<file path="src/rtl/nmru_read_cache.sv">
module nmru_read_cache #(
  parameter int ADDR_W    = 16,
  parameter int BLK_BYTES = 8,
  parameter int WAYS      = 2,
  parameter int SETS      = 4
) (
  input  logic                   clk,
  input  logic                   rst_n,
  input  logic                   req_valid,
  input  logic [ADDR_W-1:0]      req_addr,
  input  logic [1:0]             req_size,
  output logic                   req_ready,
  output logic                   resp_valid,
  output logic [31:0]            resp_data,
  output logic                   resp_hit,
  output logic                   resp_err,
  output logic                   mem_req_valid,
  output logic [ADDR_W-1:0]      mem_req_addr,
  input  logic                   mem_resp_valid,
  input  logic [BLK_BYTES*8-1:0] mem_resp_data
);
  localparam int OFF_W    = $clog2(BLK_BYTES);
  localparam int SET_BITS = $clog2(SETS);
  localparam int IDX_W    = (SET_BITS > 0) ? SET_BITS : 1;
  localparam int TAG_W    = ADDR_W - OFF_W - SET_BITS;
  localparam int WAY_W    = (WAYS > 1) ? $clog2(WAYS) : 1;
  localparam int BLK_W    = BLK_BYTES * 8;

  logic [WAYS-1:0]  vld   [SETS];
  logic [TAG_W-1:0] tags  [SETS][WAYS];
  logic [BLK_W-1:0] lines [SETS][WAYS];
  logic [WAY_W-1:0] mru   [SETS];

  logic              filling;
  logic [ADDR_W-1:0] pend_addr;
  logic [1:0]        pend_size;

  wire [ADDR_W-1:0] a_addr = filling ? pend_addr : req_addr;
  wire [1:0]        a_size = filling ? pend_size : req_size;
  wire [TAG_W-1:0]  a_tag  = a_addr[ADDR_W-1 -: TAG_W];
  wire [OFF_W-1:0]  a_off  = a_addr[OFF_W-1:0];
  logic [IDX_W-1:0] a_idx;

  generate
    if (SET_BITS > 0) begin : g_idx
      assign a_idx = a_addr[OFF_W +: IDX_W];
    end else begin : g_noidx
      assign a_idx = '0;
    end
  endgenerate

  logic [WAYS-1:0]  hit_vec;
  logic [WAY_W-1:0] hit_way;
  logic [WAY_W-1:0] victim;
  logic             have_free;
  logic             misal;

  always_comb begin
    hit_way   = '0;
    victim    = '0;
    have_free = 1'b0;
    for (int w = WAYS - 1; w >= 0; w--) begin
      hit_vec[w] = vld[a_idx][w] && (tags[a_idx][w] == a_tag);
      if (hit_vec[w]) hit_way = WAY_W'(w);
      if (!vld[a_idx][w]) begin
        victim    = WAY_W'(w);
        have_free = 1'b1;
      end
    end
    if (!have_free)
      for (int w = WAYS - 1; w >= 0; w--)
        if (WAY_W'(w) != mru[a_idx]) victim = WAY_W'(w);
  end

  always_comb begin
    case (req_size)
      2'd0:    misal = 1'b0;
      2'd1:    misal = req_addr[0];
      2'd2:    misal = |req_addr[1:0];
      default: misal = 1'b1;
    endcase
  end

  function automatic logic [31:0] pick(input logic [BLK_W-1:0] blk,
                                       input logic [OFF_W-1:0] off,
                                       input logic [1:0] sz);
    logic [BLK_W+31:0] sh;
    sh = {32'b0, blk} >> {off, 3'b000};
    case (sz)
      2'd0:    return {24'b0, sh[7:0]};
      2'd1:    return {16'b0, sh[15:0]};
      default: return sh[31:0];
    endcase
  endfunction

  assign req_ready     = !filling;
  assign mem_req_valid = filling;
  assign mem_req_addr  = {pend_addr[ADDR_W-1:OFF_W], {OFF_W{1'b0}}};

  wire accept = req_valid && !filling;
  wire fill   = filling && mem_resp_valid;

  always_ff @(posedge clk or negedge rst_n) begin
    if (!rst_n) begin
      for (int s = 0; s < SETS; s++) begin
        vld[s] <= '0;
        mru[s] <= '0;
      end
      filling    <= 1'b0;
      pend_addr  <= '0;
      pend_size  <= '0;
      resp_valid <= 1'b0;
      resp_hit   <= 1'b0;
      resp_err   <= 1'b0;
      resp_data  <= '0;
    end else begin
      resp_valid <= 1'b0;
      if (accept) begin
        if (misal) begin
          resp_valid <= 1'b1;
          resp_err   <= 1'b1;
          resp_hit   <= 1'b0;
          resp_data  <= '0;
        end else if (|hit_vec) begin
          resp_valid   <= 1'b1;
          resp_err     <= 1'b0;
          resp_hit     <= 1'b1;
          resp_data    <= pick(lines[a_idx][hit_way], a_off, a_size);
          mru[a_idx]   <= hit_way;
        end else begin
          filling   <= 1'b1;
          pend_addr <= req_addr;
          pend_size <= req_size;
        end
      end else if (fill) begin
        vld[a_idx][victim] <= 1'b1;
        mru[a_idx]         <= victim;
        filling            <= 1'b0;
        resp_valid         <= 1'b1;
        resp_err           <= 1'b0;
        resp_hit           <= 1'b0;
        resp_data          <= pick(mem_resp_data, a_off, a_size);
      end
    end
  end

  always_ff @(posedge clk) begin
    if (fill) begin
      tags[a_idx][victim]  <= a_tag;
      lines[a_idx][victim] <= mem_resp_data;
    end
  end


  accept_next_chk: assert property (@(posedge clk) disable iff (!rst_n)
    req_valid && req_ready |=> resp_valid || mem_req_valid);


  mem_hold_chk: assert property (@(posedge clk) disable iff (!rst_n)
    mem_req_valid && !mem_resp_valid |=> mem_req_valid && $stable(mem_req_addr));


  fill_resp_chk: assert property (@(posedge clk) disable iff (!rst_n)
    mem_req_valid && mem_resp_valid |=> resp_valid && !resp_hit && !resp_err && req_ready);


  miss_start_chk: assert property (@(posedge clk) disable iff (!rst_n)
    $rose(mem_req_valid) |-> $past(req_valid) && !req_ready);


  err_clean_chk: assert property (@(posedge clk) disable iff (!rst_n)
    resp_valid && resp_err |-> !resp_hit && resp_data == 32'd0);
endmodule

</file>
<file path="config.mk">
export PLATFORM = sky130hd
export DESIGN_NAME = nmru_read_cache
export DESIGN_NICKNAME = d
export VERILOG_FILES = /design/src/rtl/nmru_read_cache.sv
export SDC_FILE = /design/constraint.sdc
export NUM_CORES = 1
export LEC_CHECK = 0
export BUFFER_PORTS_ARGS = -buffer_cell sky130_fd_sc_hd__clkbuf_2
export CAP_MARGIN = 20
export CORE_ASPECT_RATIO = 1.25
export CORE_UTILIZATION = 45
export CTS_CLUSTER_DIAMETER = 100
export CTS_CLUSTER_SIZE = 25
export DETAILED_ROUTE_END_ITERATION = 6
export HOLD_SLACK_MARGIN = 0.12
export SETUP_SLACK_MARGIN = 0.3
export SKIP_LAST_GASP = 1
export SLEW_MARGIN = 20
export SYNTH_ARGS = -nofsm -noshare
export SYNTH_HDL_FRONTEND = slang
export SYNTH_SLANG_ARGS = --single-unit
</file>
<file path="constraint.sdc">
create_clock -name clk -period 11.8 [get_ports clk]
set_input_delay 1.77 -clock clk [delete_from_list [all_inputs] [get_ports clk]]
set_output_delay 1.77 -clock clk [all_outputs]
set_load 0.05 [all_outputs]
</file>
==> out/summary.txt, run 1 <==
Clock Tree Buf Depth: 3
Syn Area/Cell: 12.2 um^2
H-tree level count: 1
Critical Path End Type: register
Initial Util: 45.4%
synthesized area: 30300 um^2
boundary pin count: 139
Post-synth EDFFs: 600
clk_skew: 0.0202 ns
share of post-route cells with drive strength above 1: 13.5%
critical path class: input port to register
largest net degree at the start of global routing: 150
reg2reg end: resp_data[20]
Post-route DRC: 5
Synth Area in Adders: 0%
Crit path arrival time: 7.05 ns
CTS buffer count: 31
area leader, netlist: edfxtp_1
DP Cell Count: 3352
Cells after Synth: 2485
number of buffers added on ports: 135
Hold Crit Start: vld[0]
Synth Area in Simple Gates: 14.6%
PD cells: 170 nW/um^2
nets: 2607
Die Y-Extent: 292 um
Worst Hold End: vld[0]
area of the die: 68500 um^2
GP Congestion: 0.899
Initial DRC Count: 2033
Distinct cells, synth: 78
PnR worst setup slack: 5.24 ns
Non-Filler Instances: 3419
slowest CP cell: nand2_1
Worst Hold Depth: 1
HPWL Detailed: 59100 um
Async S/R FF share, synth: 9.91%
std cell rows: 106
setup TNS: 0 ns
pre-CTS WS: 4.78 ns
vias: 21200
CP Launch Type: input port
CP required: 12.28 ns
Seq/Total Area, Yosys: 64.8%
worst skew pair latency: 0.64 ns
Final Slew Violations: 0
Yosys reg bits: 666
R2R depth: 13
synth warn: 0
failing checks: DRC
post-synth top area share: 59.4%
number of routed nets with antenna violations: 0
Setup violations, final: 0
GRT Total Usage: 27.4%
root buffer cell: clkbuf_16
compound-cell area share of the yosys netlist: 9.32%
global-route wire length before repair: 138000 um
max-cap check violation count: 0
predominant post-synthesis flop cell: edfxtp_1
CTS tree: yes
status: complete, but fails checks
Leak Pwr: 11.5 nW
area delta synth->final: 8.04%
Routed WL: 94300 um
initial antenna violation count: 14
Max FO, Critical Path: 149
CP top delay family: buffers and inverters
CP bufs+invs: 4
Max-slew headroom: 18.9%
Resize count post-CTS: 0
vias in the first global route: 20200
DR vias/cell: 6.19
RSZ-0062 raised after global routing: false
post-synthesis xor/xnor area fraction: 0.895%
Max stage delay on crit path: 0.67 ns
Power Total: 0.00558 W
r2r setup slk: 5.79 ns
r2r startpoint: mem_req_valid
Cell Chain, Critical Path: clkbuf_2, mux2_8, buf_12, mux4_2, xnor2_1, nor3_1, and4_1, nor2_1, a22o_2, buf_4, clkinv_1, nand2_1, o21ai_0
chip width: 234 um
leading post-synthesis cells by cell area: edfxtp_1 (59%), nand2_1 (7.7%), dfrtp_1 (5.4%), mux2i_1 (2.8%), mux4_2 (2.7%)
grt total ovfl: 0
core box area: 66800 um^2
CTS Hold Buffers Added: 0
combinational family with the most area after synthesis: simple AND/OR/NAND/NOR gates
Avg WL per Cell: 27.6 um
setup bufs post-CTS: 0
Hold Path Class: register to register
mux share of post-synthesis cell area: 7.45%
Worst VDD drop: 0.117 mV
worst-margin pin slew: 1.20 ns
top cells by count, synth: nand2_1 (625), edfxtp_1 (600), a31oi_1 (127), and3_1 (117), clkbuf_1 (99)
Clock Pin Slew Worst Setup and Hold Paths: 0.11 ns
fin crit share: 55.6%
min cycle time layout: 6.56 ns
endpoints failing hold: 0
most frequent cell after synthesis: nand2_1
achievable frequency: 152 MHz
CTS Sinks: 666
Pre-Repair DR Iteration Count: 7
-- how the worst max path moves through the flow --
stage / from / end / depth (start not counted)
CTS: req_addr[4] / resp_data[20] / 13
detailed placement: req_addr[4] / resp_data[20] / 13
global placement: req_addr[4] / resp_data[23] / 13
global route: req_addr[4] / resp_data[5] / 13
finish: req_addr[4] / resp_data[20] / 13
floorplan: req_addr[3] / vld[2] / 11
-- metrics by stage --
step | hold WS (ns) | util, % | instance area (um^2)
after floorplan | 0.454 | - | 30400
after global placement | 0.478 | 47.6 | 31800
after detailed placement | 0.486 | 47.6 | 31800
after CTS | 0.517 | 49.0 | 32800
after global routing | 0.532 | 49.0 | 32800
final | 0.517 | 49.1 | 32800
-- layer usage --
metal  track usage [%]  wire [um]
met1              38.6      39800
met2              43.6      44900
met3              3.02       6150
met4              10.2       3380
met5                 0         41
-- sequential cells by signal, summed over array words and instances (netlist names) --
signal,count
lines,512
tags,88
resp_data,32
pend_addr,16
vld,8
mru,4
pend_size,2
mem_req_valid,1
resp_err,1
resp_hit,1
resp_valid,1
-- report_power, final --
part	switching, W	internal [W]	leakage, nW
clock	0.000741	0.000547	0.453
sequential	0.0000956	0.00271	6.24
combinational	0.00104	0.000456	4.86
-- layout by cell type (no fill, tap or decap), types with 58 or more instances in the layout --
cell type	count
a21oi_1	76
a31oi_1	127
and3_1	117
clkbuf_2	134
dfrtp_1	65
edfxtp_1	600
mux2i_1	81
nand2_1	625
nand3_1	66
nor2_1	58
-- final cells by class --
| class | instances | area (um^2) |
|---|---|---|
| Antenna cell | 10 | 25.0 |
| Clock buffer | 52 | 855 |
| Clock inverter | 5 | 93.8 |
| Fill cell | 5963 | 34100 |
| Inverter | 15 | 56.3 |
| Multi-Input combinational cell | 1624 | 9940 |
| Sequential cell | 666 | 19700 |
| Tap cell | 864 | 1080 |
| Timing Repair Buffer | 183 | 1070 |
-- kinds of logic after synthesis --
logic type | count (synthesis)
flops | 666
compound gates | 429
mux | 174
xor+xnor | 31
other cells | 1
simple gates | 987
buf+inv | 197
(Power assumes the default switching activity.)
==> inputs of run 2 (changes only) <==
==> constraint.sdc (replaced) <==
create_clock -name clk -period 6 [get_ports clk]
set_input_delay 0.9 -clock clk [delete_from_list [all_inputs] [get_ports clk]]
set_output_delay 0.9 -clock clk [all_outputs]
set_load 0.05 [all_outputs]
==> run 2 against run 1 <==
  * The flow now finishes without violations
  * Largest power group unchanged
  * Power is 96% higher
  * Core utilization is 0.34 points higher
  * Final cell count is 0.50% higher
  * Setup slack worse by 4.2 ns
==> out/summary.txt, run 2 (synthesized netlist as in run 1, its figures left out) <==
Max-slew headroom: 18.9% (about the same)
leading cell type in the layout, fill and taps excluded: nand2_1
CP Launch Type: register
share of post-route cells with drive strength above 1: 14.2% (+0.66 points)
endpoints failing hold: 0 (unchanged)
footprint of the multi-input gates: 9950 um^2 (+0.13%)
worst skew pair latency: 0.64 ns (about the same)
global-route wire length before repair: 139000 um (+0.84%)
register area: 19700 um^2 (unchanged)
root buffer cell: clkbuf_16
Leak Pwr: 11.7 nW (+0.99%)
max reg flops: 512 (unchanged)
core box area: 66800 um^2 (unchanged)
Die Y-Extent: 292 um (unchanged)
number of routed nets with antenna violations: 0 (unchanged)
PD cells: 331 nW/um^2 (+94%)
DR vias/cell: 6.17 (-0.25%)
vias: 21200 (+0.25%)
gr busiest metal: met2
Initial Util: 45.4% (unchanged)
met3 Usage GRT: 4.12% (+1.1 points)
area delta synth->final: 8.78%
grt total ovfl: 0 (unchanged)
Worst VDD drop: 0.218 mV (+87%)
Max stage delay on crit path: 0.89 ns (+0.22 ns)
Pre-Repair DR Iteration Count: 6 (-1)
GRT Total Usage: 27.7% (+0.33 points)
most frequent cells in the layout: nand2_1 (625), edfxtp_1 (600), clkbuf_2 (134)
CTS Sinks: 666 (unchanged)
critical path class: register to register
RSZ-0062 raised after global routing: false
Setup violations, final: 0 (unchanged)
Resize count post-CTS: 0 (unchanged)
r2r setup slk: 1.06 ns (-4.73 ns)
nets: 2629 (+0.84%)
min cycle time layout: 4.94 ns
Max FO, Critical Path: 49 (-67%)
setup bufs post-CTS: 0 (unchanged)
number of buffers added on ports: 135 (unchanged)
Min Hold Slack: 0.286 ns (-0.231 ns)
CTS Hold Buffers Added: 0 (unchanged)
met2 GRT Util: 45.1% (+1.5 points)
CP required: 6.52 ns (-5.76 ns)
Initial DRC Count: 2330 (+15%)
Clock Tree Buf Depth: 3 (unchanged)
chip width: 234 um (unchanged)
Clock Pin Slew Worst Setup and Hold Paths: 0.10 ns (about the same)
area of the die: 68500 um^2 (unchanged)
Crit path arrival time: 5.46 ns (-1.59 ns)
Hold Path Class: input port to async pin
Critical Path End Type: register
std cell rows: 106 (unchanged)
Cell Chain, Critical Path: buf_4, mux2i_1, xnor2_1, a21oi_1, nor2_1, and4_1, nor2_4, buf_12, mux2_2, a221oi_2, a221oi_1, a311o_1
Avg WL per Cell: 27.7 um (+0.29%)
H-tree level count: 1 (unchanged)
Biggest register: lines
status: finished clean
fill cell count: 5891 (-1.2%)
biggest regs: lines x512, tags x88, resp_data x32
met1 Resource Use GR: 37.8% (-0.82 points)
fin crit share: 82.4%
PnR worst setup slack: 1.06 ns (-4.18 ns)
HPWL Detailed: 62000 um (+5.0%)
Routed WL: 95000 um (+0.79%)
initial antenna violation count: 11 (-3)
vias in the first global route: 20400 (+1.1%)
pre-CTS WS: 0.721 ns (-4.06 ns)
Post-route DRC: 0 (-5)
CTS buffer count: 31 (unchanged)
CTS tree: yes
clk_skew: 0.0433 ns (+0.0231 ns)
GP Congestion: 0.934 (+3.9%)
max-cap check violation count: 0 (unchanged)
slowest CP cell: dfrtp_2
Final Slew Violations: 0 (unchanged)
largest net degree at the start of global routing: 81 (-46%)
boundary pin count: 139 (unchanged)
achievable frequency: 202 MHz
worst-margin pin slew: 1.22 ns (+0.0113 ns)
-- run 2: cell count changes in the layout (fill, tap and decap cells not counted), moves of 2 or more --
cell / delta
buf_4: +14
buf_12: +8
diode_2: -5
bufinv_16: -2
clkbuf_1: +2
nor3_2: -2
nor3_4: +2
-- run 2: final cells by class --
class / count / area share (%)
Antenna cell: 5 / 0.0379
Clock buffer: 54 / 2.61
Clock inverter: 3 / 0.125
Inverter: 15 / 0.171
Multi-Input combinational cell: 1624 / 30.1
Sequential cell: 666 / 59.6
Tap cell: 864 / 3.27
Timing Repair Buffer: 205 / 4.06
-- run 2: worst paths after layout --
check,startpoint,endpoint,cells past startpoint
max,mem_req_valid,resp_data[13],12
min,rst_n,resp_data[20],1
max reg2reg,mem_req_valid,resp_data[13],12
min reg2reg,vld[7],vld[7],1
max in group asynchronous,rst_n,mem_req_valid,1
min in group clk,req_addr[10],pend_addr[10],2
-- run 2: layer usage --
metal | share of wire [%] | vias to the layer above
met5 | 0.056 | -
met3 | 6.8 | 164
li1 | - | 9353
met2 | 48 | 877
met4 | 3.5 | 10
met1 | 41 | 10800
-- run 2: report_power, final --
group	total (W)	leakage [nW]	switching, W	internal [W]
sequential	0.00552	6.24	0.000197	0.00533
clock	0.00244	0.428	0.00145	0.000996
combinational	0.00296	5.00	0.00203	0.000921
total	0.0109	11.7	0.00368	0.00724
-- run 2: worst max-delay path, delay by kind of cell, from the launching register on --
family	cells	cell delay, ns
simple gates	3	0.59
mux	2	1.08
xor+xnor	1	0.32
compound gates	4	1.15
buf+inv	2	0.72
flops	1	0.89
-- run 2: stage by stage --
stage               total power, W  utilization (%)  std cells  setup TNS [ns]  cell area, um^2
CTS                         0.0109             49.4       3431               0            33000
floorplan                  0.00751                -       2487         -174.39            30400
global placement           0.00852             48.0       3373               0            32100
global route                0.0113             49.4       3436               0            33000
finish                      0.0109             49.4       3436               0            33000
detailed placement         0.00856             48.0       3374               0            32100
